--- src/rtl/sysclk_pkg.sv ---
package sysclk_pkg;

  // reset event kinds carried with rst_pulse
  typedef enum logic [1:0] {
    RK_SYSTEM   = 2'd0,
    RK_WATCHDOG = 2'd1,
    RK_SOFT     = 2'd2,
    RK_PERIPH   = 2'd3
  } rst_kind_e;

  // field addresses of the write port
  typedef enum logic [1:0] {
    FLD_ENABLE   = 2'd0,
    FLD_SELECT   = 2'd1,
    FLD_PRESCALE = 2'd2,
    FLD_NONE     = 2'd3
  } field_e;

  // oscillator positions; also their select codes
  localparam int OSC_HFI  = 0;
  localparam int OSC_K32  = 1;
  localparam int OSC_RING = 2;

endpackage

--- src/rtl/sysclk_osc_en.sv ---
module sysclk_osc_en
  import sysclk_pkg::*;
#(
  parameter int NUM_OSC = 3
) (
  input  logic               clk,
  input  logic               por_n,
  input  logic               rst_pulse,
  input  logic [1:0]         rst_kind,
  input  logic               wr,
  input  logic [NUM_OSC-1:0] wdata,
  input  logic [NUM_OSC-1:0] keep,
  output logic [NUM_OSC-1:0] en
);

  localparam logic [NUM_OSC-1:0] POR_EN = NUM_OSC'((1 << OSC_HFI) | (1 << OSC_RING));

  logic hard_kind;
  assign hard_kind = (rst_kind == RK_SYSTEM) || (rst_kind == RK_WATCHDOG);

  always_ff @(posedge clk or negedge por_n) begin
    if (!por_n) begin
      en <= POR_EN;
    end else if (rst_pulse) begin
      // ring oscillator comes back on after every reset kind
      en[OSC_RING] <= 1'b1;
      if (hard_kind) en[OSC_HFI] <= 1'b1;
    end else if (wr) begin
      // sources in use cannot be switched off
      en <= wdata | keep;
    end
  end

endmodule

--- src/rtl/sysclk_sel_hs.sv ---
module sysclk_sel_hs #(
  parameter int NUM_OSC     = 3,
  parameter int SEL_W       = 3,
  parameter int SYNC_STAGES = 2
) (
  input  logic               clk,
  input  logic               por_n,
  input  logic               hard_rst,
  input  logic               wr,
  input  logic [SEL_W-1:0]   wcode,
  input  logic [NUM_OSC-1:0] osc_ok,
  output logic [SEL_W-1:0]   sel,
  output logic [SEL_W-1:0]   act,
  output logic               rdy
);

  logic [NUM_OSC-1:0]     tgt_mask;
  logic [SYNC_STAGES-1:0] sync;
  logic [SYNC_STAGES-1:0] sync_nxt;
  logic                   accept;

  // reserved codes match no oscillator and so are never accepted
  for (genvar g = 0; g < NUM_OSC; g++) begin : g_tgt
    assign tgt_mask[g] = (wcode == SEL_W'(g));
  end

  assign accept   = wr && (|(tgt_mask & osc_ok)) && (wcode != sel);
  assign sync_nxt = {sync[SYNC_STAGES-2:0], 1'b1};

  always_ff @(posedge clk or negedge por_n) begin
    if (!por_n) begin
      sel  <= '0;
      act  <= '0;
      rdy  <= 1'b1;
      sync <= '0;
    end else if (hard_rst) begin
      sel  <= '0;
      act  <= '0;
      rdy  <= 1'b1;
      sync <= '0;
    end else if (accept) begin
      // new or replaced target: restart the window
      sel  <= wcode;
      rdy  <= 1'b0;
      sync <= '0;
    end else if (!rdy) begin
      sync <= sync_nxt;
      if (sync_nxt[SYNC_STAGES-1]) begin
        act <= sel;
        rdy <= 1'b1;
      end
    end
  end

endmodule

--- src/rtl/sysclk_ce_gen.sv ---
module sysclk_ce_gen #(
  parameter int PSC_W = 3
) (
  input  logic             clk,
  input  logic             por_n,
  input  logic             restart,
  input  logic [PSC_W-1:0] psc,
  output logic             ahb_ce,
  output logic             apb_ce
);

  localparam int DIV_W = (1 << PSC_W) - 1;
  localparam logic [DIV_W:0] ONE = (DIV_W+1)'(1);

  logic [DIV_W-1:0] div;
  logic [DIV_W:0]   span;
  logic [DIV_W-1:0] mask;
  logic             sys_ce;
  logic             apb_ph;

  assign span   = ONE << psc;
  assign mask   = DIV_W'(span - ONE);
  assign sys_ce = (div & mask) == '0;

  always_ff @(posedge clk or negedge por_n) begin
    if (!por_n) begin
      div    <= '0;
      apb_ph <= 1'b0;
    end else if (restart) begin
      div    <= '0;
      apb_ph <= 1'b0;
    end else begin
      div <= div + 1'b1;
      if (sys_ce) apb_ph <= ~apb_ph;
    end
  end

  assign ahb_ce = sys_ce;
  assign apb_ce = sys_ce & ~apb_ph;

endmodule

--- src/rtl/sysclk_src_ctrl.sv ---
module sysclk_src_ctrl
  import sysclk_pkg::*;
#(
  parameter int NUM_OSC     = 3,
  parameter int SEL_W       = 3,
  parameter int PSC_W       = 3,
  parameter int SYNC_STAGES = 2,
  localparam int WD_A = (NUM_OSC > SEL_W) ? NUM_OSC : SEL_W,
  localparam int WD_W = (WD_A > PSC_W) ? WD_A : PSC_W
) (
  input  logic               clk,
  input  logic               por_n,
  input  logic               rst_pulse,
  input  logic [1:0]         rst_kind,
  input  logic               wr_en,
  input  logic [1:0]         wr_addr,
  input  logic [WD_W-1:0]    wr_data,
  input  logic [NUM_OSC-1:0] osc_rdy,
  output logic [NUM_OSC-1:0] osc_en,
  output logic [SEL_W-1:0]   clk_sel,
  output logic [SEL_W-1:0]   act_src,
  output logic               clk_rdy,
  output logic [PSC_W-1:0]   psc_code,
  output logic               ahb_ce,
  output logic               apb_ce
);

  logic               hard_rst;
  logic               wr_ok;
  logic               wr_enable, wr_select, wr_prescale;
  logic [NUM_OSC-1:0] keep_mask;
  logic [NUM_OSC-1:0] osc_ok;

  assign hard_rst    = rst_pulse && ((rst_kind == RK_SYSTEM) || (rst_kind == RK_WATCHDOG));
  assign wr_ok       = wr_en && !rst_pulse;
  assign wr_enable   = wr_ok && (wr_addr == FLD_ENABLE);
  assign wr_select   = wr_ok && (wr_addr == FLD_SELECT);
  assign wr_prescale = wr_ok && (wr_addr == FLD_PRESCALE);

  // a ready flag only counts while its enable is set
  assign osc_ok = osc_rdy & osc_en;

  for (genvar g = 0; g < NUM_OSC; g++) begin : g_keep
    assign keep_mask[g] = (act_src == SEL_W'(g)) || (clk_sel == SEL_W'(g));
  end

  sysclk_osc_en #(
    .NUM_OSC(NUM_OSC)
  ) u_osc_en (
    .clk      (clk),
    .por_n    (por_n),
    .rst_pulse(rst_pulse),
    .rst_kind (rst_kind),
    .wr       (wr_enable),
    .wdata    (wr_data[NUM_OSC-1:0]),
    .keep     (keep_mask),
    .en       (osc_en)
  );

  sysclk_sel_hs #(
    .NUM_OSC    (NUM_OSC),
    .SEL_W      (SEL_W),
    .SYNC_STAGES(SYNC_STAGES)
  ) u_sel_hs (
    .clk     (clk),
    .por_n   (por_n),
    .hard_rst(hard_rst),
    .wr      (wr_select),
    .wcode   (wr_data[SEL_W-1:0]),
    .osc_ok  (osc_ok),
    .sel     (clk_sel),
    .act     (act_src),
    .rdy     (clk_rdy)
  );

  always_ff @(posedge clk or negedge por_n) begin
    if (!por_n)           psc_code <= '0;
    else if (hard_rst)    psc_code <= '0;
    else if (wr_prescale) psc_code <= wr_data[PSC_W-1:0];
  end

  sysclk_ce_gen #(
    .PSC_W(PSC_W)
  ) u_ce_gen (
    .clk    (clk),
    .por_n  (por_n),
    .restart(rst_pulse),
    .psc    (psc_code),
    .ahb_ce (ahb_ce),
    .apb_ce (apb_ce)
  );

endmodule

--- config.mk ---
export PLATFORM = sky130hd
export DESIGN_NAME = sysclk_src_ctrl
export DESIGN_NICKNAME = d
export VERILOG_FILES = /design/src/rtl/sysclk_pkg.sv /design/src/rtl/sysclk_osc_en.sv /design/src/rtl/sysclk_sel_hs.sv /design/src/rtl/sysclk_ce_gen.sv /design/src/rtl/sysclk_src_ctrl.sv
export SDC_FILE = /design/constraint.sdc
export NUM_CORES = 1
export LEC_CHECK = 0
export BUFFER_PORTS_ARGS = -buffer_cell sky130_fd_sc_hd__buf_2
export CAP_MARGIN = 20
export CORE_UTILIZATION = 55
export CTS_CLUSTER_SIZE = 20
export DETAILED_ROUTE_END_ITERATION = 6
export GPL_TIMING_DRIVEN = 1
export PLACE_DENSITY = 0.83
export SLEW_MARGIN = 40
export SYNTH_ARGS = -nofsm -noshare
export SYNTH_HDL_FRONTEND = slang
export SYNTH_SLANG_ARGS = --single-unit
--- constraint.sdc ---
create_clock -name clk -period 2.9 [get_ports clk]
set_input_delay 0.29 -clock clk [delete_from_list [all_inputs] [get_ports clk]]
set_output_delay 0.29 -clock clk [all_outputs]
set_load 0.05 [all_outputs]
# Word-level counts from Yosys, hierarchy flattened
# Index checks and enable logic that the tools add are counted.
# totals
regBits	22
out_inout_bits	15
wordCells	83
# op_classes
add_sub_neg	2
eq_ne	14
shift	1
muxes	22
bitwise_logic	7
n_reduce_logical	27
# op_table
cell	count
3-bit 2-to-1 mux	9
1-bit 2-to-1 mux	12
2-bit nonzero test	5
3-bit by 1-bit == test with 1-bit output (second input constant)	3
3-bit by 2-bit == test with 1-bit output (second input constant)	3
3-bit logical NOT	3
7-bit by 1-bit adder with 7-bit output (second input constant)	1
7-bit bitwise AND	1
1-bit logical AND	7
7-bit logical NOT	1
7-bit 2-to-1 mux	1
1-bit by 3-bit << shifter with 7-bit output (first input constant)	1
7-bit by 1-bit subtractor with 7-bit output (second input constant)	1
3-bit bitwise AND	2
2-bit by 1-bit == test with 1-bit output (second input constant)	2
2-bit logical NOT	2
1-bit logical OR	4
2-bit inequality test (second input constant)	2
2-bit AND reduction	2
3-bit inequality test	1
3-bit inequality test (second input constant)	1
3-bit OR	1
3-bit AND reduction	1
3-bit OR reduction	1
other kinds (5)	6

# Logic depth before layout (Yosys ltp)
# Gate-level depths: netlist of the first run.
# logic_depth
ltp_word	7
mapped_depth	5

# Modules after synthesis
# Synthesis of the first run repeated with hierarchy kept, for this count alone.
# unflattened
hier_cells	130
hier_area_um2	1261.2
# by_module_without_submodules
mod	instances	cells_each	area_each_um2
sysclk_sel_hs	1	46	489.2
sysclk_ce_gen	1	41	399.1
sysclk_src_ctrl	1	29	225.2
sysclk_osc_en	1	14	147.6

# Worst setup path before layout of the first run
# No wires, ideal clock.
# synth_timing
path_type	reg2out
from	register psc_code[0]
to	output apb_ce
arrival_ps	2276
setup_slack_ps	334
stages_incl_launch_ff	5
path_buffers	0
cell_sequence	dfrtp_1 > a211o_1 > a21oi_1 > o21a_1 > nor2b_1
# synth_via
elab_chain_cells	5
# synth_lines
item	line	source
start: declaration	sysclk_src_ctrl.sv:23	output logic [PSC_W-1:0] psc_code,
start signal: assignment	sysclk_src_ctrl.sv:79	else if (wr_prescale) psc_code <= wr_data[PSC_W-1:0];
1-bit by 3-bit << shifter with 7-bit output	sysclk_ce_gen.sv:21	assign span = ONE << psc;
7-bit by 1-bit subtractor with 7-bit output	sysclk_ce_gen.sv:22	assign mask = DIV_W'(span - ONE);
7-bit bitwise AND	sysclk_ce_gen.sv:23	assign sys_ce = (div & mask) == '0;
7-bit logical NOT	sysclk_ce_gen.sv:23	
via ahb_ce	sysclk_src_ctrl.sv:24	output logic ahb_ce,
1-bit bitwise AND	sysclk_ce_gen.sv:39	assign apb_ce = sys_ce & ~apb_ph;
end: declaration	sysclk_src_ctrl.sv:25	output logic apb_ce
# The timed path passes the listed nets, and every way through them passes these cells.

# Final worst setup path of the first run
# layout_timing
from	register u_ce_gen.div[2]
to	output apb_ce
# layout_via
elab_chain_cells	3
# layout_lines
item	line	source
start: declaration	sysclk_ce_gen.sv:15	logic [DIV_W-1:0] div;
start signal: assignment	sysclk_ce_gen.sv:33	div <= div + 1'b1;
7-bit bitwise AND	sysclk_ce_gen.sv:23	
7-bit logical NOT	sysclk_ce_gen.sv:23	
1-bit bitwise AND	sysclk_ce_gen.sv:39	
# No other way between the ends.

==> impl_metrics.env, run 1 <==
export IMPL_portBuffers=27
export IMPL_worstPathRequired_ps=2610
export IMPL_r2r_cells=4
export IMPL_ys_ff_latch=22
export IMPL_rows=15
export IMPL_n_antenna_cell=0
export IMPL_hold_path_class="primary input to register"
export IMPL_drv_cap=0
export IMPL_grt_pass1_vias=747
export IMPL_syn_num_nets=124
export IMPL_drive_above_1_share_pct=28.3
export IMPL_cts_tree="built"
export IMPL_rsz0062_at_grt="no"
export IMPL_p_leak_nw=0.634
export IMPL_arrival_ps=1760
export IMPL_ys_flop_type="dfrtp_1"
export IMPL_worst_pin_slew_ps=563
export IMPL_finalCritPeriodShare_pct=70.8
export IMPL_synthDistinctLibCells=36
export IMPL_cts_buffer_depth=2
export IMPL_cp_end_kind="output pin"
export IMPL_syn_to_final_growth_pct=18.0
export IMPL_cts_setup_buffers=0
export IMPL_period_minus_slack_ps=2050
export IMPL_setup_viol=0
export IMPL_worst_slack_ps=848
export IMPL_relSlewSlack_pct=62.2
export IMPL_fin_util_pct=72.2
export IMPL_fin_total_pwr_mw=0.612
export IMPL_die_h_um=47.0
export IMPL_async_reset_ff_share_pct=100
export IMPL_vias=920
export IMPL_crit_slowest_cell="dfrtp_1"
export IMPL_hold_violations=0
export IMPL_grt_util_all_layers_pct=21.4
export IMPL_place_ws_ps=1180
export IMPL_cp_top_family="compound AO/OA/AOI/OAI gates"
export IMPL_setup_worst_path_end="apb_ce"
export IMPL_path_cells="o41ai_1 -> o21a_1 -> nor2b_1 -> buf_2"
export IMPL_netlist_area_leader_share_pct=42.6
export IMPL_wirelength_um=2200
export IMPL_cp_depth=4
export IMPL_rrSetupSlack_ps=1180
export IMPL_cts_buffers=3
export IMPL_whs_ps=285
export IMPL_dp_hpwl_um=1640
export IMPL_irDropWorstVdd_mv=0.441
export IMPL_synth_edf_count=0
export IMPL_routedWlPerCell_um=13.5
export IMPL_fin_setup_tns_ps=0
export IMPL_first_pass_iters=4
export IMPL_clk_latency_ps=310
export IMPL_grt_start_max_net_pins=23
export IMPL_cts_root_buffer="clkbuf_4"
export IMPL_startpoint="u_ce_gen.div[2]"
export IMPL_crit_buf_inv=1
export IMPL_r2r_end="u_sel_hs.act[2]"
export IMPL_ys_warn_count=0
export IMPL_clock_sinks=22
export IMPL_finalNonFillerCells=163
export IMPL_r2r_start="u_sel_hs.sel[0]"
export IMPL_syn_avg_cell_area_um2=10.2
export IMPL_synth_cell_area_um2=1110
export IMPL_drc_errors=0
export IMPL_cp_slowest_stage_delay_ps=460
export IMPL_fp_coreArea_um2=1820
export IMPL_powerDensity_nw_per_um2=465
export IMPL_grt_first_pass_wirelength_um=3300
export IMPL_worstPathMaxFanout=6
export IMPL_ant_nets=0
export IMPL_seq_area_frac_synth_pct=49.7
export IMPL_status="complete, no violations"
export IMPL_pin_count=29
export IMPL_htreeDepth=1
export IMPL_design_area_um2=1320
export IMPL_drt_iter0_drc=31
export IMPL_die_x_um=47.0
export IMPL_crit_type="register to output pin"
export IMPL_dieArea_um2=2210
export IMPL_fmaxAchievable_mhz=487
export IMPL_yosysTopAreaCell="dfrtp_1"
export IMPL_antenna_found_initial=0
export IMPL_initial_utilization_pct=61.2
export IMPL_placed_cells=158
export IMPL_place_congestion=0.774
export IMPL_vias_per_cell=5.64
export IMPL_postSynthCellCount=109
export IMPL_finClkSkew_ps=5.94
export IMPL_startpoint_type="register"
export IMPL_dpl_instance_area_um2=1270
export IMPL_nets=154
export IMPL_clkSlewWorstSetupHoldPaths_ps=120
export IMPL_slew_violations=0
export IMPL_grt_ovfl_total=0
export IMPL_synth_area_leaders="dfrtp_1, dfstp_2, mux2i_1, nor2_1, xor2_1"
[placed cells by master, fill, tap and decap left out, drive strengths merged, types with 2 or more instances in the layout]
cell type	n
nor2	16
nor3	3
mux2i	7
nand2	8
nor3b	2
a21oi	4
nand3	4
nand2b	3
o21ai	3
a211oi	2
a211o	3
clkbuf	4
buf	27
dfrtp	19
and3	2
nor2b	5
xor2	6
dfstp	3
[power breakdown]
part	leakage (nW)	total (mW)	switching (mW)	internal [mW]
combinational	0.324	0.111	0.0752	0.0357
sequential	0.289	0.334	0.0141	0.320
clock	0.0210	0.167	0.0899	0.0766
[worst min-delay path by stage]
stage	start	endpoint	slack, ps	cells past startpoint
after floorplan	por_n	psc_code[0]	-6	0
after CTS	wr_data[0]	u_sel_hs.sel[0]	270	3
after global routing	wr_data[0]	u_sel_hs.sel[0]	280	3
after detailed placement	por_n	psc_code[1]	280	1
after global placement	por_n	u_ce_gen.div[6]	280	1
final	wr_data[0]	u_sel_hs.sel[0]	280	3
[tightest hold or removal path: stages]
cell,delay (ps)
buf_2,150
nand2_1,70
mux2i_1,60
[routing by layer]
layer  global-route usage [%]  up-vias  wire (um)
li1                         -      450          -
met1                     31.3      439       1050
met2                     32.8       27       1030
met3                     2.31        4         99
met4                     8.57        0         25
met5                        0        -          0
[flip-flops by register name (all words and copies together), names as in the netlist]
name / cells
u_ce_gen.apb_ph: 1
u_sel_hs.sel: 3
u_osc_en.en: 3
u_sel_hs.rdy: 1
u_sel_hs.sync: 1
u_sel_hs.act: 3
psc_code: 3
u_ce_gen.div: 7
[layout make-up]
class,instances,area (um2)
clock buffer,4,36.3
fill,157,505
sequential,22,554
tap,25,31.3
multi-input combinational,83,544
inverter,1,3.75
timing repair buffer,28,145
[logic make-up (layout without fill, tap and decap cells)]
family                     after synthesis  after routing  share of synthesized area [%]
AOI/OAI and AO/OA                       20             20                           13.8
xor gates and xnor gates                 7              7                           5.50
adders and majority gates                1              1                           1.12
buffers and inverters                    4             33                           1.46
DFF                                     22             22                           49.7
muxes                                    8              8                           7.30
and+or+nand+nor                         47             47                           21.1
[Yosys cell counts (2+ instances only)]
library cell and number:
dfrtp_1 19, nor2_1 16, nand2_1 8, mux2i_1 7, xor2_1 6, nor2b_1 5
a21oi_1 4, nand3_1 4, a211o_1 3, dfstp_2 3, nand2b_1 3, nor3_1 3
o21ai_0 3, a211oi_1 2, nor3b_1 2
[what timing repair did]
action	4_1_cts	5_1_grt
hold buffers	1	0
resized for setup	0	0
setup endpoints to repair	0	0
hold endpoints to repair	19	0
Power figures use the tool's default switching activity.
==> run 2: changes to the inputs <==
- ABC_AREA: not set -> 1
- CORE_UTILIZATION: 55 -> 52
- PLACE_DENSITY: 0.83 -> 0.78
- clock period: 2.9 -> 2.1 ns (I/O delays scaled with it)
==> run 2 against run 1 <==
  * Final cell count up 33%
  * Sequential share of layout area down 3.4 points
  * Setup slack lost 530 ps
  * Critical path depth up 4
  * Power up 44%
  * Synthesized cell count up 45%
  * Hold slack lost 150 ps
  * Combinational power grew 64%
  * Clock power is 44% higher
  * Critical path type unchanged
==> impl_metrics.env, run 2 <==
export IMPL_finalNonFillerCells=217
export IMPL_place_congestion=0.865
export IMPL_nets=205
export IMPL_vias_per_cell=5.13
export IMPL_worst_pin_slew_ps=489
export IMPL_fmaxAchievable_mhz=562
export IMPL_period_minus_slack_ps=1780
export IMPL_rsz0062_at_grt="no"
export IMPL_cts_resized=0
export IMPL_worstPathRequired_ps=1890
export IMPL_ant_nets=0
export IMPL_hold_path_class="primary input to register"
export IMPL_drive_above_1_share_pct=27.5
export IMPL_placed_cells=212
export IMPL_layout_common_cells="nand2_1, buf_2, inv_1, dfrtp_1, nand3_1"
export IMPL_cts_buffers=3
export IMPL_pin_count=29
export IMPL_ys_top_cells_by_count="nand2_1, inv_1, dfrtp_1, nand3_1, nor2_1"
export IMPL_worstPathMaxFanout=7
export IMPL_cp_end_kind="output pin"
export IMPL_design_area_um2=1430
export IMPL_crit_slowest_cell="dfrtp_1"
export IMPL_irDropWorstVdd_mv=0.403
export IMPL_synth_area_leaders="dfrtp_1, nand2_1, nand3_1, dfstp_2, inv_1"
export IMPL_grt_util_all_layers_pct=23.4
export IMPL_relSlewSlack_pct=67.4
export IMPL_vias=1114
export IMPL_cts_buffer_depth=2
export IMPL_startpoint_type="register"
export IMPL_ys_warn_count=0
export IMPL_initial_utilization_pct=55.4
export IMPL_ys_flop_type="dfrtp_1"
export IMPL_postSynthCellCount=158
export IMPL_arrival_ps=1570
export IMPL_die_x_um=50.5
export IMPL_seq_area_frac_synth_pct=45.3
export IMPL_n_antenna_cell=0
export IMPL_grt_pass1_vias=1029
export IMPL_cp_slowest_stage_delay_ps=380
export IMPL_cts_tree="built"
export IMPL_clkSlewWorstSetupHoldPaths_ps=130
export IMPL_path_cells="inv_1 -> nand3_1 -> nand2_1 -> nand2_1 -> inv_1 -> nand2_1 -> nor2_1 -> buf_2"
export IMPL_status="complete, no violations"
export IMPL_synthDistinctLibCells=27
export IMPL_wirelength_um=2550
export IMPL_clk_latency_ps=320
export IMPL_largest_register_ffs=7
export IMPL_die_h_um=50.5
export IMPL_drc_errors=0
export IMPL_cts_root_buffer="clkbuf_4"
export IMPL_syn_to_final_growth_pct=16.8
export IMPL_fp_coreArea_um2=2210
export IMPL_dpl_instance_area_um2=1380
export IMPL_setup_viol=0
export IMPL_synth_cell_area_um2=1220
export IMPL_grt_ovfl_total=0
export IMPL_dp_hpwl_um=1930
export IMPL_crit_type="register to output pin"
export IMPL_post_synth_top_count_cell="nand2_1"
export IMPL_finClkSkew_ps=6.49
export IMPL_dieArea_um2=2550
export IMPL_ys_ff_latch=22
export IMPL_syn_num_nets=173
export IMPL_antenna_found_initial=0
export IMPL_top_register="u_ce_gen.div"
export IMPL_yosysTopAreaCell="dfrtp_1"
export IMPL_portBuffers=27
export IMPL_powerDensity_nw_per_um2=617
export IMPL_grt_start_max_net_pins=23
export IMPL_syn_avg_cell_area_um2=7.75
export IMPL_routedWlPerCell_um=11.7
export IMPL_hold_violations=0
export IMPL_final_common_cell="nand2_1"
export IMPL_grt_first_pass_wirelength_um=4420
export IMPL_netlist_area_leader_share_pct=38.8
export IMPL_p_leak_nw=0.741
export IMPL_clock_sinks=22
export IMPL_cts_setup_buffers=0
export IMPL_slew_violations=0
export IMPL_fill_cells=205
export IMPL_rows=17
export IMPL_drt_iter0_drc=27
export IMPL_htreeDepth=1
export IMPL_first_pass_iters=4
export IMPL_synth_edf_count=0
export IMPL_drv_cap=0
export IMPL_cp_common_cell="nand2_1"
export IMPL_finalCritPeriodShare_pct=84.8
export IMPL_async_reset_ff_share_pct=100
export IMPL_fin_setup_tns_ps=0
==> run 2: cell types whose count changed in the layout (fill, tap and decap cells not counted), moves of 4 or more <==
| cell | previous run | this run |
|---|---|---|
| xor2_1 | 6 | 0 |
| inv_1 | 1 | 21 |
| nor2b_1 | 5 | 0 |
| nand3_1 | 4 | 18 |
| a21oi_1 | 4 | 8 |
| nand2_1 | 8 | 36 |
| inv_2 | 0 | 5 |
| mux2i_1 | 7 | 0 |
==> run 2: critical path, delay by kind of cell, from the launching register on <==
kind / cells / cell delay [ps]
AND/OR/NAND/NOR: 5 / 380
buffers and inverters: 3 / 500
flip-flops: 1 / 380
==> run 2: layout make-up <==
cell class | instances | area (um2) | area share (%)
Sequential cell | 22 | 554 | 38.8
Inverter | 27 | 104 | 7.26
Timing Repair Buffer | 28 | 145 | 10.1
Tap cell | 28 | 35.0 | 2.45
Multi-Input combinational cell | 108 | 556 | 38.8
Clock buffer | 4 | 36.3 | 2.54
==> run 2: worst paths after layout <==
kind | depth (start not counted) | slack (ps) | from | endpoint
max in group asynchronous | 2 | 1370 | por_n | u_sel_hs.rdy
setup reg to reg | 8 | 720 | u_osc_en.en[0] | u_sel_hs.act[2]
hold / removal | 2 | 140 | rst_pulse | u_ce_gen.div[1]
min in group asynchronous | 2 | 370 | por_n | u_ce_gen.div[4]
hold reg to reg | 1 | 500 | u_ce_gen.div[0] | u_ce_gen.div[0]
setup / recovery | 8 | 320 | u_ce_gen.div[3] | apb_ce
==> run 2: metrics by stage <==
| stage | power (mW) | hold slack (ps) | utilization [%] | setup WS (ps) |
|---|---|---|---|---|
| global placement | 0.646 | 197 | 62.6 | 709 |
| global route | 0.925 | 153 | 64.6 | 161 |
| CTS | 0.887 | 139 | 64.6 | 330 |
| detailed placement | 0.650 | 203 | 62.6 | 696 |
| finish | 0.883 | 135 | 64.6 | 319 |
| floorplan | 0.593 | -85.6 | - | 235 |
==> run 2: power by group <==
| group | internal [mW] | switching, mW |
|---|---|---|
| registers | 0.443 | 0.0175 |
| clock network | 0.106 | 0.134 |
| logic | 0.0512 | 0.130 |
| total | 0.601 | 0.282 |
==> run 2: per-layer routing <==
layer	up-vias	GRT usage [%]	wire, um
met2	25	37.3	1180
met5	-	0	0
met3	5	3.64	83
met4	0	8.80	36
met1	511	31.8	1250
li1	573	-	-
==> run 2: repair_timing <==
action                                  in CTS  in global routing
hold endpoints to repair                    19                  0
endpoints found under the setup margin       0                  0
hold buffers                                 1                  0
==> run 2: cell families after synthesis <==
kind of cell	share of synthesized area, %
AOI/OAI and AO/OA	12.5
adders and majority gates	1.02
buffers and inverters	9.40
DFF	45.3
and+or+nand+nor	31.9
